===== config.mk =====
export PLATFORM = sky130hd
export DESIGN_NAME = dual_tlb
export DESIGN_NICKNAME = d
export VERILOG_FILES = /design/src/rtl/dtlb_pkg.sv /design/src/rtl/tlb_bank.sv /design/src/rtl/tlb_resolve.sv /design/src/rtl/dual_tlb.sv
export SDC_FILE = /design/constraint.sdc
export NUM_CORES = 2
export LEC_CHECK = 0
export ABC_AREA = 1
export BUFFER_PORTS_ARGS = -buffer_cell sky130_fd_sc_hd__buf_2
export CORE_ASPECT_RATIO = 0.8
export CORE_MARGIN = 2
export CORE_UTILIZATION = 37
export DETAILED_ROUTE_END_ITERATION = 10
export MAX_ROUTING_LAYER = met4
export PLACE_DENSITY = 0.62
export SYNTH_ARGS = -nofsm -noshare
export SYNTH_HDL_FRONTEND = slang
export SYNTH_HIERARCHICAL = 1
export SYNTH_SLANG_ARGS = --single-unit

===== constraint.sdc =====
create_clock -name clk -period 2.9 [get_ports clk]
set_input_delay 0.29 -clock clk [delete_from_list [all_inputs] [get_ports clk]]
set_output_delay 0.29 -clock clk [all_outputs]
set_load 0.01 [all_outputs]

===== src/rtl/dtlb_pkg.sv =====
package dtlb_pkg;
  parameter int VA_W    = 32;
  parameter int PA_W    = 32;
  parameter int SETS    = 8;
  parameter int WAYS    = 2;
  parameter int NTLB    = 2;
  parameter int MIN_OFS = 10;

  localparam int IDX_W = $clog2(SETS);
  localparam int WAY_W = (WAYS > 1) ? $clog2(WAYS) : 1;
  localparam int TLB_W = (NTLB > 1) ? $clog2(NTLB) : 1;
  localparam int TAG_W = VA_W - MIN_OFS - IDX_W;
  localparam int PPN_W = PA_W - MIN_OFS;

  typedef enum logic [1:0] {
    ACC_READ  = 2'b00,
    ACC_WRITE = 2'b01,
    ACC_EXEC  = 2'b10,
    ACC_RSVD  = 2'b11
  } acc_t;

  typedef struct packed {
    logic [PPN_W-1:0] ppn;
    logic [2:0]       perm;
    logic [1:0]       pol;
  } tlb_payload_t;

  typedef struct packed {
    logic             valid;
    logic [TAG_W-1:0] tag;
    tlb_payload_t     pay;
  } tlb_entry_t;

  // Width of the page offset for a given size code.
  function automatic int page_ofs(logic [1:0] code);
    return MIN_OFS + int'(code);
  endfunction

  function automatic logic [IDX_W-1:0] va_index(logic [VA_W-1:0] va, logic [1:0] code);
    return IDX_W'(va >> page_ofs(code));
  endfunction

  function automatic logic [TAG_W-1:0] va_tag(logic [VA_W-1:0] va, logic [1:0] code);
    return TAG_W'(va >> (page_ofs(code) + IDX_W));
  endfunction

  // Physical address: page frame from the entry, offset from the VA.
  function automatic logic [PA_W-1:0] make_pa(logic [VA_W-1:0] va,
                                              logic [PPN_W-1:0] ppn,
                                              logic [1:0] code);
    logic [PA_W-1:0] base;
    logic [PA_W-1:0] mask;
    base = {ppn, {MIN_OFS{1'b0}}};
    mask = (PA_W'(1) << page_ofs(code)) - PA_W'(1);
    return (base & ~mask) | (PA_W'(va) & mask);
  endfunction

  function automatic logic perm_ok(logic [2:0] perm, logic [1:0] acc);
    case (acc)
      ACC_WRITE: return perm[1];
      ACC_EXEC:  return perm[2];
      default:   return perm[0];
    endcase
  endfunction
endpackage


===== src/rtl/tlb_bank.sv =====
module tlb_bank
  import dtlb_pkg::*;
(
  input  logic             clk,
  input  logic             rst_n,
  input  logic [1:0]       pgsz,
  input  logic             wr_en,
  input  logic [IDX_W-1:0] wr_set,
  input  logic [WAY_W-1:0] wr_way,
  input  tlb_entry_t       wr_entry,
  input  logic             inv_all,
  input  logic [VA_W-1:0]  look_va,
  output logic             hit,
  output tlb_payload_t     pay
);
  tlb_entry_t mem [SETS][WAYS];

  always_ff @(posedge clk) begin
    if (!rst_n) begin
      for (int s = 0; s < SETS; s++)
        for (int w = 0; w < WAYS; w++)
          mem[s][w] <= '0;
    end else if (inv_all) begin
      for (int s = 0; s < SETS; s++)
        for (int w = 0; w < WAYS; w++)
          mem[s][w].valid <= 1'b0;
    end else if (wr_en) begin
      mem[wr_set][wr_way] <= wr_entry;
    end
  end

  logic [IDX_W-1:0] look_idx;
  logic [TAG_W-1:0] look_tag;
  logic [WAYS-1:0]  way_hit;

  assign look_idx = va_index(look_va, pgsz);
  assign look_tag = va_tag(look_va, pgsz);

  for (genvar w = 0; w < WAYS; w++) begin : g_way
    assign way_hit[w] = mem[look_idx][w].valid && (mem[look_idx][w].tag == look_tag);
  end

  // Lowest-numbered matching way supplies the payload.
  always_comb begin
    hit = |way_hit;
    pay = mem[look_idx][0].pay;
    for (int w = WAYS - 1; w >= 0; w--)
      if (way_hit[w]) pay = mem[look_idx][w].pay;
  end
endmodule


===== src/rtl/tlb_resolve.sv =====
module tlb_resolve
  import dtlb_pkg::*;
(
  input  logic [NTLB-1:0]                hit,
  input  tlb_payload_t [NTLB-1:0]        pay,
  input  logic [NTLB-1:0][1:0]           pgsz,
  input  logic [VA_W-1:0]                va,
  input  logic [1:0]                     acc,
  output logic                           o_hit,
  output logic                           o_miss,
  output logic                           o_fault,
  output logic [TLB_W-1:0]               o_src,
  output logic [PA_W-1:0]                o_pa,
  output logic [1:0]                     o_pol
);
  logic             found;
  logic [TLB_W-1:0] win;
  logic             allowed;

  always_comb begin
    found = 1'b0;
    win   = '0;
    for (int t = NTLB - 1; t >= 0; t--)
      if (hit[t]) begin
        found = 1'b1;
        win   = TLB_W'(t);
      end
  end

  assign allowed = perm_ok(pay[win].perm, acc);
  assign o_hit   = found && allowed;
  assign o_fault = found && !allowed;
  assign o_miss  = !found;
  assign o_src   = found ? win : '0;
  assign o_pa    = o_hit ? make_pa(va, pay[win].ppn, pgsz[win]) : '0;
  assign o_pol   = o_hit ? pay[win].pol : 2'b00;
endmodule


===== src/rtl/dual_tlb.sv =====
module dual_tlb
  import dtlb_pkg::*;
(
  input  logic             clk,
  input  logic             rst_n,
  input  logic [1:0]       pgsz0,
  input  logic [1:0]       pgsz1,
  input  logic             req_valid,
  input  logic [VA_W-1:0]  req_va,
  input  logic [1:0]       req_acc,
  input  logic             wr_en,
  input  logic [TLB_W-1:0] wr_tlb,
  input  logic [IDX_W-1:0] wr_set,
  input  logic [WAY_W-1:0] wr_way,
  input  logic             wr_valid,
  input  logic [TAG_W-1:0] wr_tag,
  input  logic [PPN_W-1:0] wr_ppn,
  input  logic [2:0]       wr_perm,
  input  logic [1:0]       wr_pol,
  input  logic             inv_all,
  output logic             rsp_valid,
  output logic             rsp_hit,
  output logic             rsp_miss,
  output logic             rsp_fault,
  output logic [TLB_W-1:0] rsp_src,
  output logic [PA_W-1:0]  rsp_pa,
  output logic [1:0]       rsp_pol
);
  logic [NTLB-1:0][1:0]    pgsz_vec;
  logic [NTLB-1:0]         bank_hit;
  tlb_payload_t [NTLB-1:0] bank_pay;
  tlb_entry_t              wr_entry;

  assign pgsz_vec = {pgsz1, pgsz0};
  assign wr_entry = '{valid: wr_valid, tag: wr_tag,
                      pay: '{ppn: wr_ppn, perm: wr_perm, pol: wr_pol}};

  for (genvar g = 0; g < NTLB; g++) begin : g_bank
    logic [1:0]   bank_pgsz;
    logic         bank_wr;
    tlb_payload_t pay_g;
    logic         hit_g;
    assign bank_pgsz = pgsz_vec[g];
    assign bank_wr   = wr_en && (wr_tlb == TLB_W'(g));
    tlb_bank u_bank (
      .clk      (clk),
      .rst_n    (rst_n),
      .pgsz     (bank_pgsz),
      .wr_en    (bank_wr),
      .wr_set   (wr_set),
      .wr_way   (wr_way),
      .wr_entry (wr_entry),
      .inv_all  (inv_all),
      .look_va  (req_va),
      .hit      (hit_g),
      .pay      (pay_g)
    );
    assign bank_hit[g] = hit_g;
    assign bank_pay[g] = pay_g;
  end

  logic             nxt_hit;
  logic             nxt_miss;
  logic             nxt_fault;
  logic [TLB_W-1:0] nxt_src;
  logic [PA_W-1:0]  nxt_pa;
  logic [1:0]       nxt_pol;

  tlb_resolve u_resolve (
    .hit     (bank_hit),
    .pay     (bank_pay),
    .pgsz    (pgsz_vec),
    .va      (req_va),
    .acc     (req_acc),
    .o_hit   (nxt_hit),
    .o_miss  (nxt_miss),
    .o_fault (nxt_fault),
    .o_src   (nxt_src),
    .o_pa    (nxt_pa),
    .o_pol   (nxt_pol)
  );

  always_ff @(posedge clk) begin
    if (!rst_n || !req_valid) begin
      rsp_valid <= 1'b0;
      rsp_hit   <= 1'b0;
      rsp_miss  <= 1'b0;
      rsp_fault <= 1'b0;
      rsp_src   <= '0;
      rsp_pa    <= '0;
      rsp_pol   <= 2'b00;
    end else begin
      rsp_valid <= 1'b1;
      rsp_hit   <= nxt_hit;
      rsp_miss  <= nxt_miss;
      rsp_fault <= nxt_fault;
      rsp_src   <= nxt_src;
      rsp_pa    <= nxt_pa;
      rsp_pol   <= nxt_pol;
    end
  end
endmodule


* Yosys cells after proc, flatten, opt, wreduce, memory -nomap -nowiden
Memory sizes are Yosys's and may differ from the RTL's.
Index checks and enable logic that the tools add are counted.
** Storage, ports and cells
- Flip-flop bits (word level) :: 39
- Bits in writable memories :: 1504
- Bits of input ports :: 95
- Output and inout port bits :: 39
- Logic and storage cells :: 154
- Memories :: 2
** Cells by class
- $add $sub $neg :: 6
- Order comparisons :: 3
- Equality and inequality tests :: 6
- Shift-type cells :: 5
- Multiplexer cells :: 65
- Bitwise operators :: 40
- Reduce and logical (&&, ||, !) cells :: 20
** Memory list
- g_bank[0].u_bank.mem :: depth 8, bits a word 94, read ports 1, clocked after Yosys merged registers in 0, wr ports 8, RTL line tlb_bank.sv:16 : tlb_entry_t mem [SETS][WAYS];
- g_bank[1].u_bank.mem :: depth 8, bits a word 94, read ports 1, clocked after Yosys merged registers in 0, wr ports 8, RTL line tlb_bank.sv:16
** Operators by type and width (number)
- 94-bit 2-to-1 mux :: 6
- 94-bit OR reduction :: 2
- 27-bit 2-to-1 mux :: 6
- 19-bit equality test :: 4
- 32-bit by 3-bit adder with 32-bit output, second input constant :: 2
- 32-bit AND :: 2
- 32-bit by 32-bit right shift with 19-bit output :: 2
- 32-bit by 32-bit right shift with 3-bit output :: 2
- 47-bit demux with 1-bit select :: 1
- 47-bit 2-to-1 mux :: 1
- 1-bit 2-to-1 mux :: 46
- 32-bit NOT :: 1
- 1-bit bitwise OR :: 32
- 32-bit bitwise OR :: 1
- 1-bit by 32-bit left shift with 32-bit output, first input constant :: 1
- 32-bit by 2-bit subtractor with 32-bit output, second input constant :: 1
- 4-bit by 2-bit adder with 5-bit output, first input constant :: 3
- 1-bit logical AND :: 9
- 2-bit OR reduction :: 4
- 3-bit 2-to-1 mux :: 2
- 1-bit zero test :: 4
- 2-bit 2-to-1 mux :: 2
- 1-bit NOT :: 3
- 2-bit by 1-bit equality test with 1-bit output, second input constant :: 1
- other kinds (7) :: 7

* Depth between registers and ports, before layout
- Depth after elaboration :: 16
- Depth in mapped cells :: 31
- Gate-level depth less buffers :: 27

* By module
Netlist, hierarchy kept.
** By module, submodules not included
- tlb_bank (g_bank[1].u_bank) :: instances 1, cells an instance 3654, area an instance 35009.8 um^2, sequential area each 22581.7 um^2
- tlb_bank (g_bank[0].u_bank) :: instances 1, cells an instance 3654, area an instance 35004.8 um^2, sequential area each 22581.7 um^2
- dual_tlb :: instances 1, cells an instance 125, area an instance 1199.9 um^2, sequential area each 780.7 um^2
- tlb_resolve :: instances 1, cells an instance 207, area an instance 894.6 um^2, sequential area each 0.0 um^2

* Worst setup path before layout
Ideal clock, no wire load.
- Kind :: input -> register
- Start point :: in rst_n
- End point :: mem g_bank[0].u_bank/mem[6][0] in the netlist's numbering, enable pin
- Library setup time :: 0.404 ns
- Data arrival time :: 2.764 ns
- Required time :: 2.496 ns
- Slack :: -0.268 ns
- Stages on the path :: 9
- Buffers on the path :: 4
- Path through :: clkbuf_1 > inv_1 > nor2_1 > nand3_1 > or4_1 > clkbuf_1 > clkbuf_1 > clkbuf_1 > nand2_1
** RTL lines
- start, declared :: RTL line dual_tlb.sv:5 : input logic rst_n,
- end, declared :: RTL line tlb_bank.sv:16

* Worst setup path after layout
- Start point :: in pgsz0[0]
- End point :: reg rsp_pa[16]
** On the way
- Cells in the longest elaborated chain, start to end :: 15
- Elaborated cells on any way between the ends :: 29
- Those cells by class :: 4 x add/sub; 2 x eq/ne; 3 x shift; 9 x mux; 5 x bitwise; 5 x reduce/logical; 1 x memory
** RTL lines
- start, declared :: RTL line dual_tlb.sv:6 : input logic [1:0] pgsz0,
- 4-bit by 2-bit adder with 5-bit output * :: RTL line dtlb_pkg.sv:36 : return MIN_OFS + int'(code);
- 32-bit by 3-bit adder with 32-bit output or 32-bit by 32-bit right shift with 3-bit output (tied branches) :: RTL line dtlb_pkg.sv:44, dtlb_pkg.sv:40
- 32-bit by 32-bit right shift with 19-bit output or memory 8 x 94 bit (tied branches)
- 19-bit equality test :: RTL line tlb_bank.sv:40 : assign way_hit[w] = mem[look_idx][w].valid && (mem[look_idx][w].tag == look_tag);
- 1-bit logical AND :: RTL line tlb_bank.sv:40
- 2-bit OR reduction * :: RTL line tlb_bank.sv:45 : hit = |way_hit;
- named net g_bank[0].hit_g :: RTL line dual_tlb.sv:42 : logic hit_g;
- 1-bit 2-to-1 mux :: RTL line tlb_resolve.sv:24 : if (hit[t]) begin
- 2-bit 2-to-1 mux (not written as such) (2 in series) :: RTL line tlb_resolve.sv:35 : assign o_pa = o_hit ? make_pa(va, pay[win].ppn, pgsz[win]) : '0;
- 4-bit by 2-bit adder with 5-bit output :: RTL line dtlb_pkg.sv:36
- 1-bit by 32-bit left shift with 32-bit output :: RTL line dtlb_pkg.sv:54 : mask = (PA_W'(1) << page_ofs(code)) - PA_W'(1);
- 32-bit by 2-bit subtractor with 32-bit output :: RTL line dtlb_pkg.sv:54
- 32-bit NOT :: RTL line dtlb_pkg.sv:55 : return (base & ~mask) | (PA_W'(va) & mask);
- 32-bit AND :: RTL line dtlb_pkg.sv:55
- 32-bit bitwise OR :: RTL line dtlb_pkg.sv:55
- end signal, assigned :: RTL line dual_tlb.sv:98 : rsp_pa <= nxt_pa;
- end, declared :: RTL line dual_tlb.sv:26 : output logic [PA_W-1:0] rsp_pa,
Mark *: on every way through the listed nets, which the timed path passes. The rest lies on a longest branch. The select of a mux whose other input is x is not followed.
A chain may end at the register's enable or synchronous reset.

==> impl_metrics.py <==
metrics = {
    "cells_and_area": {
        "final_standard_cell_utilization_of_the_core": 0.450,
        "non_filler_cells_final": 10600,
        "stdcell_area_sq_mm": 0.0868,
        "area_growth_pct": 20.4,
        "nets": 8009,
        "drive_above_1_share": 0.157,
        "nFillCells": 18200,
    },
    "route": {
        "drtAntennaViolNets": 0,
        "wl_mm": 260,
        "drt_iter0_markers": 8326,
        "drt-wirelength-per-cell_um": 24.5,
        "detailroute.via_count": 59300,
        "drc": 0,
        "vias_per_cell": 5.59,
        "detail_route.first_pass.iterations": 6,
    },
    "global_route": {
        "grt-ovfl-total": 0,
        "grt_util_all_layers": 0.259,
        "grt_pass1_vias": 55000,
        "global_route_wire_length_before_repair_mm": 372,
        "grt_max_degree": 130,
        "grt_antenna_before_repair": 9,
    },
    "synth": {
        "postSynthRegisterBits": 1543,
        "synth.top_cells.by_area": "sky130_fd_sc_hd__edfxtp_1, sky130_fd_sc_hd__nor2_1, sky130_fd_sc_hd__nand2_1, sky130_fd_sc_hd__nand3_1, sky130_fd_sc_hd__clkbuf_1",
        "synth_sequential_area_ratio": 0.637,
        "synthDistinctLibCells": 41,
        "synth-edff-count": 1504,
        "synth_top_cells_by_count": "sky130_fd_sc_hd__nor2_1, sky130_fd_sc_hd__nand2_1, sky130_fd_sc_hd__edfxtp_1",
        "syn-instance-count": 7640,
        "ys_warnings": 6,
        "asyncSetResetFlopFracSynth": 0,
        "synth.largest_area_cell": "sky130_fd_sc_hd__edfxtp_1",
        "avgSynthCellArea_sq_um": 9.44,
        "synthesis.nets": 7738,
        "dominantRegCellSynth": "sky130_fd_sc_hd__edfxtp_1",
        "synthesis.area_sq_mm": 0.0721,
        "yosys.area.top_type_share": 0.626,
        "yosys.cell_count.top_type": "sky130_fd_sc_hd__nor2_1",
    },
    "setup_path": {
        "critPathMaxFanout": 17,
        "critPathLaunchType": "input pin",
        "regToRegStartpoint": "g_bank[0].u_bank/mem[1][91]",
        "cp_slowest_cell": "sky130_fd_sc_hd__or2_2",
        "setup.worst_path.class": "in2reg",
        "reg2reg_setup_slack_ns": 0.08,
        "crit_path_max_incr_delay_ns": 0.32,
        "crit-reg2reg-capture": "rsp_pa[16]",
        "timing.reg2reg.worst_path_depth": 21,
        "cp.arrival_ns": 3.52,
        "setup_crit_end_kind": "register",
        "worst_ep_required_time_ns": 3.59,
    },
    "pwr": {
        "power.static_leakage_nw": 34.7,
        "total_power_mw": 55.0,
        "irDropWorstVdd_mv": 0.511,
        "power.density_mw_per_mm2": 633,
    },
    "floorplan": {
        "floorplan.die.height_um": 399,
        "core_sq_mm": 0.193,
        "top_level_ports": 134,
        "die_width_um": 498,
        "core.rowCount": 144,
        "die_area_sq_mm": 0.198,
        "start_util": 0.373,
    },
    "place": {
        "io_buffers": 133,
        "place_worst_setup_slack_ns": -1.01,
        "placedCellCount": 10200,
        "hpwl_mm": 157,
        "placedInstanceArea_sq_mm": 0.0792,
        "globalplace.congestion": 0.953,
    },
    "timing": {
        "report.final.slew_viol_count": 0,
        "finalHoldViolCount": 0,
        "finalWorstPathRequiredPeriod_ns": 2.82,
        "fin_tns_setup_ns": 0,
        "tightest_slew_ns": 1.05,
        "slew_headroom": 0.303,
        "setup-violations-final": 0,
        "achievable-frequency_mhz": 354,
        "fin_hold_ws_ns": 0.101,
        "worst_clock_skew_ns": 0.0285,
        "unrepaired_setup_endpoints_after_global_routing": "true",
        "worst_slack_ns": 0.0784,
        "min_period_over_period": 0.973,
    },
    "worst_hold_path": {
        "holdCritPathClass": "in2reg",
        "number_of_instances_on_the_worst_hold_path": 8,
        "whs_endpoint": "rsp_pa[10]",
        "min-delay-start": "req_va[10]",
    },
    "run_status": {
        "run_status": "complete, no violations",
    },
    "clocking": {
        "tritoncts": "built",
        "clock_insertion_delay_worst_skew_ns": 0.82,
        "cts-root-to-sink-buffers": 3,
        "clock_tree_root": "sky130_fd_sc_hd__clkbuf_16",
        "clk_pin_slew_ns": 0.06,
        "total_cts_buffers": 157,
        "ctsHtreeMaxLevel": 4,
        "clock-sinks": 1543,
    },
    "flow_run": {
        "cap_viol_max_count": 0,
    },
}
## metal layers
layer / global-route usage / up-vias / share of wire
met5: - / - / 0
met4: 0.0947 / 0 / 0.040
met3: 0.0501 / 501 / 0.12
met2: 0.365 / 3573 / 0.42
met1: 0.370 / 29000 / 0.41
li1: - / 26200 / -
## state kept, by name (all words and copies together), names as in the netlist
register,count
g_bank.u_bank/mem,1504
rsp_pa,32
rsp_pol,2
rsp_fault,1
rsp_hit,1
rsp_miss,1
rsp_src,1
rsp_valid,1
## layout by cell type, fill, tap and decap left out, drive strengths merged
cell type       n
nand2        1642
inv           330
o31ai         108
nand4          36
bufinv         18
dfxtp          39
nor4            2
bufbuf          2
o21ai         182
conb            2
clkbuf        206
a21o            2
o21a            2
nand3         820
mux2i           5
buf           699
edfxtp       1504
o32ai         108
diode          10
clkinvlp        3
nand3b         18
a21oi         218
nor2         1978
nor3           14
clkinv         63
or4             8
ha              3
xor2            4
or2            10
dlygate4sd3    11
## power by group
part | leakage [nW] | switching [mW] | total [mW] | internal [mW]
clock | 2.51 | 9.02 | 20.8 | 11.7
combinational | 17.5 | 5.58 | 8.40 | 2.82
sequential | 14.6 | 0.307 | 25.8 | 25.5
total | 34.7 | 14.9 | 55.0 | 40.1
## critical path, delay by kind of cell
kind	cells	cell delay (ns)
compound gates	1	0.08
simple gates	18	1.95
buf+inv	9	1.16
## kinds of logic (layout without fill, tap and decap cells)
kind of cell / after synthesis / count (layout) / share of synthesized area
adders and majority gates: 3 / 3 / 0.000521
xor gates and xnor gates: 4 / 4 / 0.000486
AOI/OAI and AO/OA: 620 / 620 / 0.0527
DFF: 1543 / 1543 / 0.637
other: 2 / 12 / 0.000104
muxes: 5 / 5 / 0.000694
buffers and inverters: 939 / 1332 / 0.0529
and+or+nand+nor: 4524 / 4528 / 0.255
## cell type report
class | instances | area, sq um | area share
antenna | 10 | 25.0 | 0.000288
inverter | 318 | 1260 | 0.0145
multi-input combinational | 5162 | 23800 | 0.273
clock buffer | 191 | 4100 | 0.0472
timing repair buffer | 727 | 7510 | 0.0864
timing repair inverter | 2 | 27.5 | 0.000317
clock inverter | 94 | 1030 | 0.0119
sequential | 1543 | 45900 | 0.529
tap | 2555 | 3200 | 0.0368
## worst max-delay path by stage
stage / from / to / cells after the start
2_1_floorplan: rst_n / g_bank[1].u_bank/mem[3][0] / 9
3_3_place_gp: pgsz1[0] / rsp_pa[9] / 25
3_5_place_dp: pgsz0[0] / rsp_pa[10] / 29
4_1_cts: pgsz0[0] / rsp_pa[23] / 29
5_1_grt: req_va[10] / rsp_pa[16] / 31
6_report: pgsz0[0] / rsp_pa[16] / 28
## what timing repair did
item                                    CTS  global route
gates resized for setup                  48           278
pin swaps                                 9            67
buffers inserted                         17            26
cloned                                    6            20
hold buffers                             11             0
endpoints found under the hold margin    18             0
endpoints found under the setup margin   35            37
Note: power is estimated with default switching activity, not from simulation.
